File: config.mk
export PLATFORM = sky130hd
export DESIGN_NAME = extirq_ctrl
export DESIGN_NICKNAME = d
export VERILOG_FILES = /design/src/rtl/extirq_pkg.sv /design/src/rtl/extirq_sync.sv /design/src/rtl/extirq_detect.sv /design/src/rtl/extirq_regs.sv /design/src/rtl/extirq_ctrl.sv
export SDC_FILE = /design/constraint.sdc
export NUM_CORES = 1
export LEC_CHECK = 0
export ABC_CLOCK_PERIOD_IN_PS = 1460
export BUFFER_PORTS_ARGS = -buffer_cell sky130_fd_sc_hd__buf_2
export CORE_ASPECT_RATIO = 0.6
export CORE_MARGIN = 5
export CORE_UTILIZATION = 49
export DETAILED_ROUTE_END_ITERATION = 16
export GPL_TIMING_DRIVEN = 0
export PLACE_DENSITY = 0.77
export SYNTH_ARGS = -nofsm -noshare
export SYNTH_HDL_FRONTEND = slang
export SYNTH_HIERARCHICAL = 1
export SYNTH_SLANG_ARGS = --single-unit
File: constraint.sdc
create_clock -name clk -period 1.46 [get_ports clk]
set_clock_uncertainty 0.05 [all_clocks]
set_input_delay 0.073 -clock clk [delete_from_list [all_inputs] [get_ports clk]]
set_output_delay 0.073 -clock clk [all_outputs]
set_load 0.05 [all_outputs]
File: src/rtl/extirq_pkg.sv
package extirq_pkg;
  localparam int unsigned DATA_W = 32;

  localparam logic [7:0] OFS_ARM     = 8'h00;
  localparam logic [7:0] OFS_DISARM  = 8'h04;
  localparam logic [7:0] OFS_MASK    = 8'h08;
  localparam logic [7:0] OFS_PEND    = 8'h0C;
  localparam logic [7:0] OFS_ACK     = 8'h10;
  localparam logic [7:0] OFS_SENSE   = 8'h14;
  localparam logic [7:0] OFS_EDGEDIR = 8'h18;
  localparam logic [7:0] OFS_POL     = 8'h1C;
  localparam logic [7:0] OFS_TEST    = 8'h20;
  localparam logic [7:0] OFS_NMI     = 8'h24;

  localparam int unsigned TEST_EN_BIT = 31;
  localparam int unsigned NMI_EN_BIT  = 0;

  typedef struct packed {
    logic arm;
    logic disarm;
    logic ack;
    logic sense;
    logic edgedir;
    logic pol;
    logic test;
    logic nmi;
  } wr_strobe_t;
endpackage

File: src/rtl/extirq_sync.sv
module extirq_sync #(
  parameter int unsigned LINES  = 8,
  parameter int unsigned STAGES = 2
) (
  input  logic             clk,
  input  logic             rst_n,
  input  logic [LINES-1:0] d_i,
  output logic [LINES-1:0] q_o
);
  logic [LINES-1:0] stage_q [STAGES];

  for (genvar s = 0; s < STAGES; s++) begin : g_stage
    if (s == 0) begin : g_first
      always_ff @(posedge clk) begin
        if (!rst_n) stage_q[0] <= '0;
        else        stage_q[0] <= d_i;
      end
    end else begin : g_next
      always_ff @(posedge clk) begin
        if (!rst_n) stage_q[s] <= '0;
        else        stage_q[s] <= stage_q[s-1];
      end
    end
  end

  assign q_o = stage_q[STAGES-1];
endmodule

File: src/rtl/extirq_detect.sv
module extirq_detect #(
  parameter int unsigned LINES = 8
) (
  input  logic             clk,
  input  logic             rst_n,
  input  logic [LINES-1:0] src_i,
  input  logic [LINES-1:0] sense_i,
  input  logic [LINES-1:0] edgedir_i,
  input  logic [LINES-1:0] pol_i,
  input  logic [LINES-1:0] clr_i,
  output logic [LINES-1:0] pend_o
);
  for (genvar i = 0; i < LINES; i++) begin : g_line
    logic prev_q;
    logic pend_q;
    logic rise;
    logic fall;
    logic lvl_hit;
    logic hit;

    always_comb begin
      rise    = src_i[i] & ~prev_q;
      fall    = ~src_i[i] & prev_q;
      lvl_hit = (src_i[i] == pol_i[i]);
      if (sense_i[i]) hit = lvl_hit;
      else            hit = edgedir_i[i] ? rise : fall;
    end

    always_ff @(posedge clk) begin
      if (!rst_n) begin
        prev_q <= 1'b0;
        pend_q <= 1'b0;
      end else begin
        prev_q <= src_i[i];
        pend_q <= (pend_q & ~clr_i[i]) | hit;
      end
    end

    assign pend_o[i] = pend_q;


    sticky_chk: assert property (@(posedge clk) disable iff (!rst_n)
      (pend_q && !clr_i[i]) |=> pend_q);


    clear_chk: assert property (@(posedge clk) disable iff (!rst_n)
      (clr_i[i] && !hit) |=> !pend_q);


    level_chk: assert property (@(posedge clk) disable iff (!rst_n)
      (sense_i[i] && (src_i[i] == pol_i[i])) |=> pend_q);
  end
endmodule

File: src/rtl/extirq_regs.sv
module extirq_regs
  import extirq_pkg::*;
#(
  parameter int unsigned LINES  = 8,
  parameter int unsigned ADDR_W = 8
) (
  input  logic              clk,
  input  logic              rst_n,
  input  logic [ADDR_W-1:0] bus_addr,
  input  logic              bus_we,
  input  logic [DATA_W-1:0] bus_wdata,
  input  logic [LINES-1:0]  pend_i,
  output logic [LINES-1:0]  mask_o,
  output logic [LINES-1:0]  sense_o,
  output logic [LINES-1:0]  edgedir_o,
  output logic [LINES-1:0]  pol_o,
  output logic [LINES-1:0]  clr_o,
  output logic              test_en_o,
  output logic [LINES-1:0]  test_val_o,
  output logic              nmi_en_o,
  output logic [DATA_W-1:0] bus_rdata
);
  localparam int unsigned PAD_W = DATA_W - 1 - LINES;

  wr_strobe_t       wr;
  logic [LINES-1:0] wbits;
  logic [LINES-1:0] mask_q, sense_q, edgedir_q, pol_q, tval_q;
  logic             tmode_q, nmi_q;
  logic             unused_wbits;

  assign wbits        = bus_wdata[LINES-1:0];
  assign unused_wbits = ^bus_wdata[DATA_W-2:LINES];

  always_comb begin
    wr         = '0;
    wr.arm     = bus_we && (bus_addr == ADDR_W'(OFS_ARM));
    wr.disarm  = bus_we && (bus_addr == ADDR_W'(OFS_DISARM));
    wr.ack     = bus_we && (bus_addr == ADDR_W'(OFS_ACK));
    wr.sense   = bus_we && (bus_addr == ADDR_W'(OFS_SENSE));
    wr.edgedir = bus_we && (bus_addr == ADDR_W'(OFS_EDGEDIR));
    wr.pol     = bus_we && (bus_addr == ADDR_W'(OFS_POL));
    wr.test    = bus_we && (bus_addr == ADDR_W'(OFS_TEST));
    wr.nmi     = bus_we && (bus_addr == ADDR_W'(OFS_NMI));
  end

  always_ff @(posedge clk) begin
    if (!rst_n) begin
      mask_q    <= '0;
      sense_q   <= '0;
      edgedir_q <= '0;
      pol_q     <= '0;
      tval_q    <= '0;
      tmode_q   <= 1'b0;
      nmi_q     <= 1'b0;
    end else begin
      if (wr.arm)     mask_q    <= mask_q | wbits;
      if (wr.disarm)  mask_q    <= mask_q & ~wbits;
      if (wr.sense)   sense_q   <= wbits;
      if (wr.edgedir) edgedir_q <= wbits;
      if (wr.pol)     pol_q     <= wbits;
      if (wr.test) begin
        tval_q  <= wbits;
        tmode_q <= bus_wdata[TEST_EN_BIT];
      end
      if (wr.nmi)     nmi_q     <= bus_wdata[NMI_EN_BIT];
    end
  end

  assign clr_o      = wr.ack ? wbits : '0;
  assign mask_o     = mask_q;
  assign sense_o    = sense_q;
  assign edgedir_o  = edgedir_q;
  assign pol_o      = pol_q;
  assign test_en_o  = tmode_q;
  assign test_val_o = tval_q;
  assign nmi_en_o   = nmi_q;

  always_comb begin
    bus_rdata = '0;
    case (bus_addr)
      ADDR_W'(OFS_MASK):    bus_rdata = DATA_W'(mask_q);
      ADDR_W'(OFS_PEND):    bus_rdata = DATA_W'(pend_i);
      ADDR_W'(OFS_SENSE):   bus_rdata = DATA_W'(sense_q);
      ADDR_W'(OFS_EDGEDIR): bus_rdata = DATA_W'(edgedir_q);
      ADDR_W'(OFS_POL):     bus_rdata = DATA_W'(pol_q);
      ADDR_W'(OFS_TEST):    bus_rdata = {tmode_q, {PAD_W{1'b0}}, tval_q};
      ADDR_W'(OFS_NMI):     bus_rdata = DATA_W'(nmi_q);
      default:              bus_rdata = '0;
    endcase
  end


  mask_set_chk: assert property (@(posedge clk) disable iff (!rst_n)
    wr.arm |=> ((mask_q & $past(wbits)) == $past(wbits)));


  mask_clr_chk: assert property (@(posedge clk) disable iff (!rst_n)
    wr.disarm |=> ((mask_q & $past(wbits)) == '0));


  nmi_hold_chk: assert property (@(posedge clk) disable iff (!rst_n)
    !wr.nmi |=> $stable(nmi_en_o));
endmodule

File: src/rtl/extirq_ctrl.sv
module extirq_ctrl
  import extirq_pkg::*;
#(
  parameter int unsigned LINES       = 8,
  parameter int unsigned ADDR_W      = 8,
  parameter int unsigned SYNC_STAGES = 2
) (
  input  logic              clk,
  input  logic              rst_n,
  input  logic [LINES-1:0]  pins_i,
  input  logic [ADDR_W-1:0] bus_addr,
  input  logic              bus_we,
  input  logic [31:0]       bus_wdata,
  output logic [31:0]       bus_rdata,
  output logic              irq_o,
  output logic              nmi_en_o
);
  logic [LINES-1:0] sync_q, src;
  logic [LINES-1:0] mask, sense, edgedir, pol, clr, tval, pend;
  logic             tmode;

  extirq_sync #(.LINES(LINES), .STAGES(SYNC_STAGES)) u_sync (
    .clk   (clk),
    .rst_n (rst_n),
    .d_i   (pins_i),
    .q_o   (sync_q)
  );

  assign src = tmode ? tval : sync_q;

  extirq_detect #(.LINES(LINES)) u_detect (
    .clk       (clk),
    .rst_n     (rst_n),
    .src_i     (src),
    .sense_i   (sense),
    .edgedir_i (edgedir),
    .pol_i     (pol),
    .clr_i     (clr),
    .pend_o    (pend)
  );

  extirq_regs #(.LINES(LINES), .ADDR_W(ADDR_W)) u_regs (
    .clk        (clk),
    .rst_n      (rst_n),
    .bus_addr   (bus_addr),
    .bus_we     (bus_we),
    .bus_wdata  (bus_wdata),
    .pend_i     (pend),
    .mask_o     (mask),
    .sense_o    (sense),
    .edgedir_o  (edgedir),
    .pol_o      (pol),
    .clr_o      (clr),
    .test_en_o  (tmode),
    .test_val_o (tval),
    .nmi_en_o   (nmi_en_o),
    .bus_rdata  (bus_rdata)
  );

  assign irq_o = |(pend & mask);


  irq_mask_chk: assert property (@(posedge clk) disable iff (!rst_n)
    (mask == '0) |-> !irq_o);
endmodule

[Word-level counts from Yosys, hierarchy flattened]
Memories as Yosys holds them, arrays and structs flattened.
Cells that the tools add are included.
Operators by class
  mux-type cells: 25
  equality and inequality tests: 17
  bitwise operators: 62
  reductions and logical operators: 11
Operator list (number)
  32-bit one-hot mux with 7 select lines: 1
  8-bit two-way mux: 6
  8-bit by 5-bit equality test with 1-bit output, second input constant: 4
  1-bit AND: 24
  1-bit NOT: 24
  1-bit two-way mux: 18
  8-bit AND: 2
  8-bit by 4-bit equality test with 1-bit output, second input constant: 2
  8-bit by 6-bit equality test with 1-bit output, second input constant: 2
  1-bit OR: 10
  1-bit equality test: 8
  8-bit by 3-bit equality test with 1-bit output, second input constant: 1
  1-bit logical AND: 8
  8-bit zero test: 1
  8-bit NOT: 1
  8-bit OR: 1
  8-bit OR reduction: 1
  2-bit nonzero test: 1
Storage, ports and cells
  bits in writable memories: 16
  bits of input ports: 51
  register bits: 58
  memories kept: 1
  word-level logic and storage cells: 139
Memory list
  u_sync.stage_q: depth 2, width 8, rd ports 2, clocked after Yosys merged registers in 0, wr ports 2, line extirq_sync.sv:10  | logic [LINES-1:0] stage_q [STAGES];

[Depth between registers and ports, before layout]
Gate-level depths: netlist of the first run.
  depth after elaboration: 6
  gate-level depth with buffers: 7
  gate-level depth less buffers: 6

[Modules after synthesis]
Netlist of the first run, hierarchy kept.
By module, submodules not included
  extirq_regs: cells each 255, area each 2371.0 µm², seq. area each 840.8 µm², instances 1
  extirq_detect: cells each 89, area each 845.8 µm², seq. area each 320.3 µm², instances 1
  extirq_sync: cells each 33, area each 446.7 µm², seq. area each 320.3 µm², instances 1
  extirq_ctrl: cells each 14, area each 167.7 µm², seq. area each 0.0 µm², instances 1

[Worst setup path after synthesis of the first run]
Ideal clock, no wire load.
  path kind: flip-flop to output port
  start point: register u_regs.nmi_q (netlist: u_regs/nmi_en_o)
  end point: output bus_rdata[0]
  cell stages (with the launch flop): 3
  path slack: -0.261 ns
  required time: 1.337 ns
  arrival: 1.598 ns
  path through: dfxtp_1 mux2i_1 o221ai_1
Between the ends
  cells in the longest elaborated chain, start to end: 1
Ends and longest elaborated chain
  start, declared: line extirq_regs.sv:28  | logic tmode_q, nmi_q;
  start signal, assigned: line extirq_regs.sv:65  | if (wr.nmi) nmi_q <= bus_wdata[NMI_EN_BIT];
  32-bit one-hot mux with 7 select lines: line extirq_regs.sv:80  | case (bus_addr)
  end, declared: line extirq_ctrl.sv:14  | output logic [31:0] bus_rdata,
No other way between the ends.

[Final worst setup path of the first run]
  start point: register u_detect.g_line[7].pend_q
  end point: output bus_rdata[7]
Between the ends
  cells in the longest elaborated chain, start to end: 1
Ends and longest elaborated chain
  start, declared: line extirq_detect.sv:15  | logic pend_q;
  start signal, assigned: line extirq_detect.sv:35  | pend_q <= (pend_q & ~clr_i[i]) | hit;
  32-bit one-hot mux with 7 select lines: line extirq_regs.sv:80
No other way between the ends.

==> flow_summary.ini, run 1 <==
[synth]
syn_area_per_cell_um2 = 9.798
synth-compound-area-share_pct = 11.92
mappedNetlistArea_um2 = 3831
synthAdderAreaFrac_pct = 0
synthMuxAreaShare_pct = 15.94
synth_top_area_share_pct = 38.67
ys_types = 42
synthXorXnorAreaFrac_pct = 1.829
async_flop_share_pct = 0
synth_area_leaders = dfxtp_1 39%, mux2i_1 13%, buf_4 6.5%, nand2_1 4.3%, and2_1 3.6%
yosys.area_share.simple_pct = 22.73
synth_top_family_by_area = simple AND/OR/NAND/NOR gates
synth_edf_count = 0
syn_inst = 391
yosysTopAreaCell = dfxtp_1
synth-seq-cells = 74
ys.flop_type = dfxtp_1
yosys_warnings = 6
seq_area_frac_synth_pct = 38.67

[routing]
postRouteAntennaNets = 0
routed_wl_um = 11040
vias = 3328
drc = 0
via_per_inst = 5.438
first_pass_iters = 5
avgRoutedWirePerCell_um = 18.03
drtIter0Drc = 310

[global_route]
grt_start_max_net_pins = 16
antenna_found_initial = 0
gr-total-overflow = 0
grt_pass1_wl_um = 17080
grtUsageTotal_pct = 23.38
grt_pass1_vias = 3225

[critical_path]
cp.required_ps = 1340
r2r_start = u_regs/test_en_o
cp-start-kind = flip-flop
rr_endpoint = u_detect/g_line[6].pend_q
worstPathMaxFanout = 2
endpoint_kind = output pin
r2r_cells = 5
criticalPathCategory = flip-flop to output pin
reg2reg_slack_ps = -130
arrival_ps = 1490

[pwr]
peakVddDrop_mv = 0.7617
p_total_mw = 4.915
leakage_nw = 2.321
powerDensity_nw_per_um2 = 957.9

[timing]
rsz0062_at_grt = true
final_max_slew_viol_count = 0
hold_viol = 0
fmaxAchievable_ghz = 0.6182
setup_tns_ps = -1856
finalCritPeriodShare_pct = 110.8
setup_viol = 17
min_period_ps = 1618
layout_setup_ws_ps = -157.7
tightest_slew_ps = 994.8
slew_headroom_pct = 33.51

[finish]
area_delta_synth_final_pct = 33.93
drive_gt1_share_pct = 34.52
antennaDiodeCount = 0
final_area_um2 = 5131
fin_nets = 551
post-route-util_pct = 66.15

[floorplan]
dieArea_um2 = 9745
die_w_um = 124.2
start_util_pct = 49.39
pin_count = 85
coreArea_um2 = 7757
fp.dieH_um = 78.49
row_count = 25

[placed_design]
port_buffers = 36
gp_congestion = 0.9136
hpwl_um = 7377
dpl_cell_area_um2 = 4263

[cts]
clk_pin_slew_ps = 60
cts.path.max_buffers = 2
clk_latency_ps = 340
root_buffer = clkbuf_16
h-tree-depth = 3
cts_made_buffers = 9
clkSinkCount = 74
cts_tree = built

[run_status]
status = finished, violations left
violations = negative setup slack

[worst_hold_path]
worstHoldStart = rst_n
hold_end = u_detect/g_line[1].pend_q
holdCritPathClass = input port to flip-flop
worstHoldPathCells = 2

[run]
cap_violations = 0
[worst max path at each step]
stage,from,end,depth (start not counted)
2_1_floorplan,u_detect/g_line[5].pend_q,bus_rdata[5],4
3_3_place_gp,bus_addr[7],bus_rdata[7],5
3_5_place_dp,bus_addr[7],bus_rdata[3],5
4_1_cts,u_detect/g_line[1].pend_q,bus_rdata[1],5
5_1_grt,u_detect/g_line[4].pend_q,bus_rdata[4],5
6_report,u_detect/g_line[7].pend_q,bus_rdata[7],5
[cells in the final DEF, fill, tap and decap left out, types with 5 or more instances in the layout]
cell	netlist	layout
o211ai_1	5	5
a21boi_1	8	8
mux2_4	8	8
dfxtp_2	0	14
buf_4	33	51
clkbuf_16	0	9
a21o_1	8	8
a21oi_1	8	8
dfxtp_1	74	60
and2_2	13	13
a31oi_1	8	8
dlygate4sd3_1	0	18
nand2_1	44	44
a211oi_1	8	8
and2_1	22	22
conb_1	1	23
mux2i_1	49	48
buf_2	6	29
clkbuf_1	6	5
or3b_1	8	8
nor2b_1	10	9
nand3b_1	8	8
xnor2_1	8	8
nor3_1	6	5
buf_6	3	14
[through the flow]
step / hold slack [ps] / instances / setup slack [ps]
3_3_place_gp: 242.0 / 557 / -569.1
3_5_place_dp: 245.9 / 557 / -591.4
4_1_cts: 98.41 / 608 / -153.0
5_1_grt: 119.8 / 612 / -230.0
2_1_floorplan: 120.0 / 413 / -27.49
6_report: 104.9 / 612 / -157.7
[layer usage]
| layer | wire length [µm] | vias up | GRT usage [%] |
|---|---|---|---|
| li1 | - | 1557 | - |
| met1 | 4920 | 1587 | 31.04 |
| met2 | 4895 | 154 | 36.26 |
| met3 | 986 | 30 | 6.623 |
| met4 | 233 | 0 | 8.197 |
| met5 | 0 | - | 0 |
[synthesized netlist by cell type (8+ instances only)]
cell	n
nand3b_1	8
mux2i_1	49
and2_2	13
a21boi_1	8
mux2_4	8
buf_4	33
xnor2_1	8
nor2b_1	10
and2_1	22
a21o_1	8
a21oi_1	8
a31oi_1	8
or3b_1	8
nand2_1	44
dfxtp_1	74
a211oi_1	8
[logic make-up after synthesis]
family	Yosys count
buffers and inverters	49
muxes	57
xor gates and xnor gates	8
AOI/OAI and AO/OA	62
DFF	74
and+or+nand+nor	140
other	1
[where the power goes]
part	total [mW]	switching (mW)	internal, mW
clock	2.24	0.837	1.41
sequential	2.07	0.0151	2.06
combinational	0.601	0.351	0.250
[critical path: stages (launching register included)]
cell and delay (ps):
dfxtp_2 320, buf_6 110, mux2i_1 130, o2bb2ai_1 70, a221o_2 370, buf_8 160
[timing repair]
| item | CTS | global route |
|---|---|---|
| hold buffers | 18 | 0 |
| endpoints found under the setup margin | 18 | 26 |
| pin swaps | 17 | 5 |
| hold endpoints to repair | 18 | 0 |
| gates resized for setup | 53 | 10 |
| gates cloned | 0 | 1 |
| buffers inserted | 19 | 3 |
[layout make-up]
| cell class | count | area, µm² |
|---|---|---|
| buffer | 47 | 390.4 |
| timing repair buffer | 77 | 599.3 |
| multi-input combinational | 290 | 2200 |
| tap | 108 | 135.1 |
| fill | 629 | 2626 |
| clock buffer | 11 | 252.7 |
| clock inverter | 4 | 51.30 |
| sequential | 74 | 1499 |
| inverter | 1 | 3.754 |
No activity file was read; power rests on OpenSTA's default activity.
==> run 2: changes to the inputs <==
- CORE_UTILIZATION: 49 -> 48
- CTS_CLUSTER_SIZE: not set -> 10
- HOLD_SLACK_MARGIN: not set -> 0.06
- PLACE_DENSITY: 0.77 -> 0.76
- SYNTH_HIERARCHICAL: 1 -> not set
==> run 2 against run 1 <==
  * The run still ends with negative setup slack left
  * Wire length is 3.8% lower
  * Critical endpoint is now bus_rdata[1]
  * Total power is 0.80% higher
  * Sequential power hardly changed
  * Cell count is 3.6% lower
  * Register-to-register slack better by 140 ps
  * Non-clock buffer count is 18 lower
==> flow_summary.ini, run 2 <==
[timing]
fmaxAchievable_ghz = 0.5991
layout_setup_ws_ps = -209.2
finalCritPeriodShare_pct = 114.3
min_period_ps = 1669
tightest_slew_ps = 665.7
final_max_slew_viol_count = 0
hold_viol = 0
rsz0062_at_grt = true
slew_headroom_pct = 55.62
setup_viol = 8

[global_route]
grt_pass1_wl_um = 16970
antenna_found_initial = 0
grt_start_max_net_pins = 13
gr-total-overflow = 0
grtUsageTotal_pct = 23.35
grt_pass1_vias = 3223

[critical_path]
slowest_stage = dfxtp_2
cpLargestDelayFamily = compound AO/OA/AOI/OAI gates
worstPathMaxFanout = 2
reg2reg_slack_ps = 10
arrival_ps = 1550
cp-start-kind = flip-flop
cp-startpoint = u_regs.pol_o[1]
cp.required_ps = 1340
worstPathCellList = mux2_2 > a22oi_2 > o22ai_1 > a21o_2 > buf_8
max_stage_delay_ps = 320
rr_endpoint = u_detect.g_line[6].pend_q
worstSetupEndpoint = bus_rdata[1]
r2r_start = u_regs.test_en_o
endpoint_kind = output pin
cp_num_buf_inv = 1
criticalPathCategory = flip-flop to output pin
r2r_cells = 5
cp.depth = 5

[cts]
cts_made_buffers = 9
cts_tree = built
root_buffer = clkbuf_16
clk_latency_ps = 340
clkSinkCount = 74
clk_pin_slew_ps = 60
cts.path.max_buffers = 2
h-tree-depth = 3

[routing]
routed_wl_um = 10610
postRouteAntennaNets = 0
first_pass_iters = 5
avgRoutedWirePerCell_um = 17.99
drc = 0
drtIter0Drc = 360
vias = 3277
via_per_inst = 5.554

[synth]
syn_inst = 387
ys.flop_type = dfxtp_1
yosys_warnings = 0
syn_area_per_cell_um2 = 9.266
yosys-top-cells-count = 74 x dfxtp_1, 44 x nor2_1, 36 x mux2i_1, 29 x nand2_1, 27 x buf_4
seq_area_frac_synth_pct = 41.31
synth_most_common_cell = dfxtp_1
synth_edf_count = 0
ys_types = 47
yosysTopAreaCell = dfxtp_1
synth_top_area_share_pct = 41.31
synth_area_leaders = dfxtp_1 41%, mux2i_1 10%, buf_4 5.7%, nor2_1 4.6%, a21oi_1 3.3%
mappedNetlistArea_um2 = 3586
synth-seq-cells = 74
async_flop_share_pct = 0

[floorplan]
coreArea_um2 = 7267
die_w_um = 121.6
fp.dieH_um = 76.95
pin_count = 85
start_util_pct = 49.35
row_count = 24
dieArea_um2 = 9356

[pwr]
pwr-share-clk_pct = 47.6
p_total_mw = 4.955
p_seq_share_pct = 41.9
peakVddDrop_mv = 0.8723
leakage_nw = 2.082
p_int_mw = 3.766
powerDensity_nw_per_um2 = 1016
comb_power_share_pct = 10.5
p_sw_share_pct = 24.00
switchingPower_mw = 1.189

[finish]
fin_nets = 533
area_delta_synth_final_pct = 36.04
post-route-util_pct = 67.13
final_common_cell = dfxtp_1
drive_gt1_share_pct = 32.72
antennaDiodeCount = 0
mostFrequentLayoutCells = 63 x dfxtp_1, 44 x nor2_1, 40 x buf_4, 28 x mux2i_1

[run_status]
status = finished, violations left
violations = negative setup slack

[placed_design]
gp_congestion = 0.8690
port_buffers = 34
hpwl_um = 7286

[worst_hold_path]
holdCritPathClass = input port to flip-flop

[run]
cap_violations = 0
## run 2: through the flow
stage / hold slack, ps / cells / setup WS, ps / TNS, ps / area (µm²)
3_3_place_gp: 229.0 / 547 / -508.7 / -12080 / 3989
3_5_place_dp: 232.6 / 547 / -580.5 / -13970 / 3989
2_1_floorplan: 132.7 / 409 / 20.60 / 0 / 3689
4_1_cts: 100.8 / 584 / -212.3 / -1459 / 4687
6_report: 114.0 / 590 / -209.2 / -1356 / 4878
5_1_grt: 171.4 / 590 / -265.0 / -1770 / 4878
## run 2: worst min-delay path by stage
| stage | startpoint | endpoint | slack (ps) | depth (start not counted) |
|---|---|---|---|---|
| 2_1_floorplan | bus_wdata[1] | flip-flop | 130 | 1 |
| 3_3_place_gp | pins_i[4] | u_sync.stage_q[0][4] | 230 | 2 |
| 3_5_place_dp | pins_i[1] | u_sync.stage_q[0][1] | 230 | 2 |
| 4_1_cts | bus_wdata[0] | u_regs.test_val_o[0] | 100 | 3 |
| 5_1_grt | bus_wdata[0] | u_regs.pol_o[0] | 170 | 3 |
| 6_report | bus_wdata[0] | u_regs.test_val_o[0] | 110 | 3 |
## run 2: power by group through the flow
stage	sequential, mW	clock, mW	combinational, mW
6_report	2.07	2.36	0.522
5_1_grt	2.08	2.46	0.554
4_1_cts	2.07	2.38	0.487
3_5_place_dp	2.12	0	0.431
3_3_place_gp	2.11	0	0.423
2_1_floorplan	2.11	0	0.313
## run 2: layer usage
metal	global-route usage [%]	part of all wire [%]
met5	0	0
met3	7.426	10
met2	33.17	44
met4	5.481	1.2
met1	34.21	45
## run 2: what timing repair did
item,4_1_cts,5_1_grt
hold buffers,17,0
endpoints found under the setup margin,25,47
hold endpoints to repair,47,0
gates resized for setup,53,30
buffers inserted,5,6
pin swaps,8,7
## run 2: layout make-up
cell class / instances / area [µm²]
clock inverters: 5 / 78.83
inverters: 2 / 7.507
multi-input cells: 289 / 2127
repair buffers: 62 / 496.7
flip-flops and latches: 74 / 1498
plain buffers: 44 / 301.5
fillers: 600 / 2389
clock buffers: 10 / 239.0
well taps: 104 / 130.1
## run 2: cells by family (layout without fill, tap and decap cells)
group / count (synthesis) / in the layout / share of synthesized area, %
simple gates: 146 / 146 / 22.85
flops: 74 / 74 / 41.31
buf+inv: 46 / 123 / 7.815
other cells: 1 / 23 / 0.1046
compound gates: 76 / 76 / 14.72
mux: 44 / 44 / 13.19
## run 2: tightest hold or removal path, stage by stage
cell,delay (ps)
clkbuf_1,190
nand3_1,130
a21oi_1,60
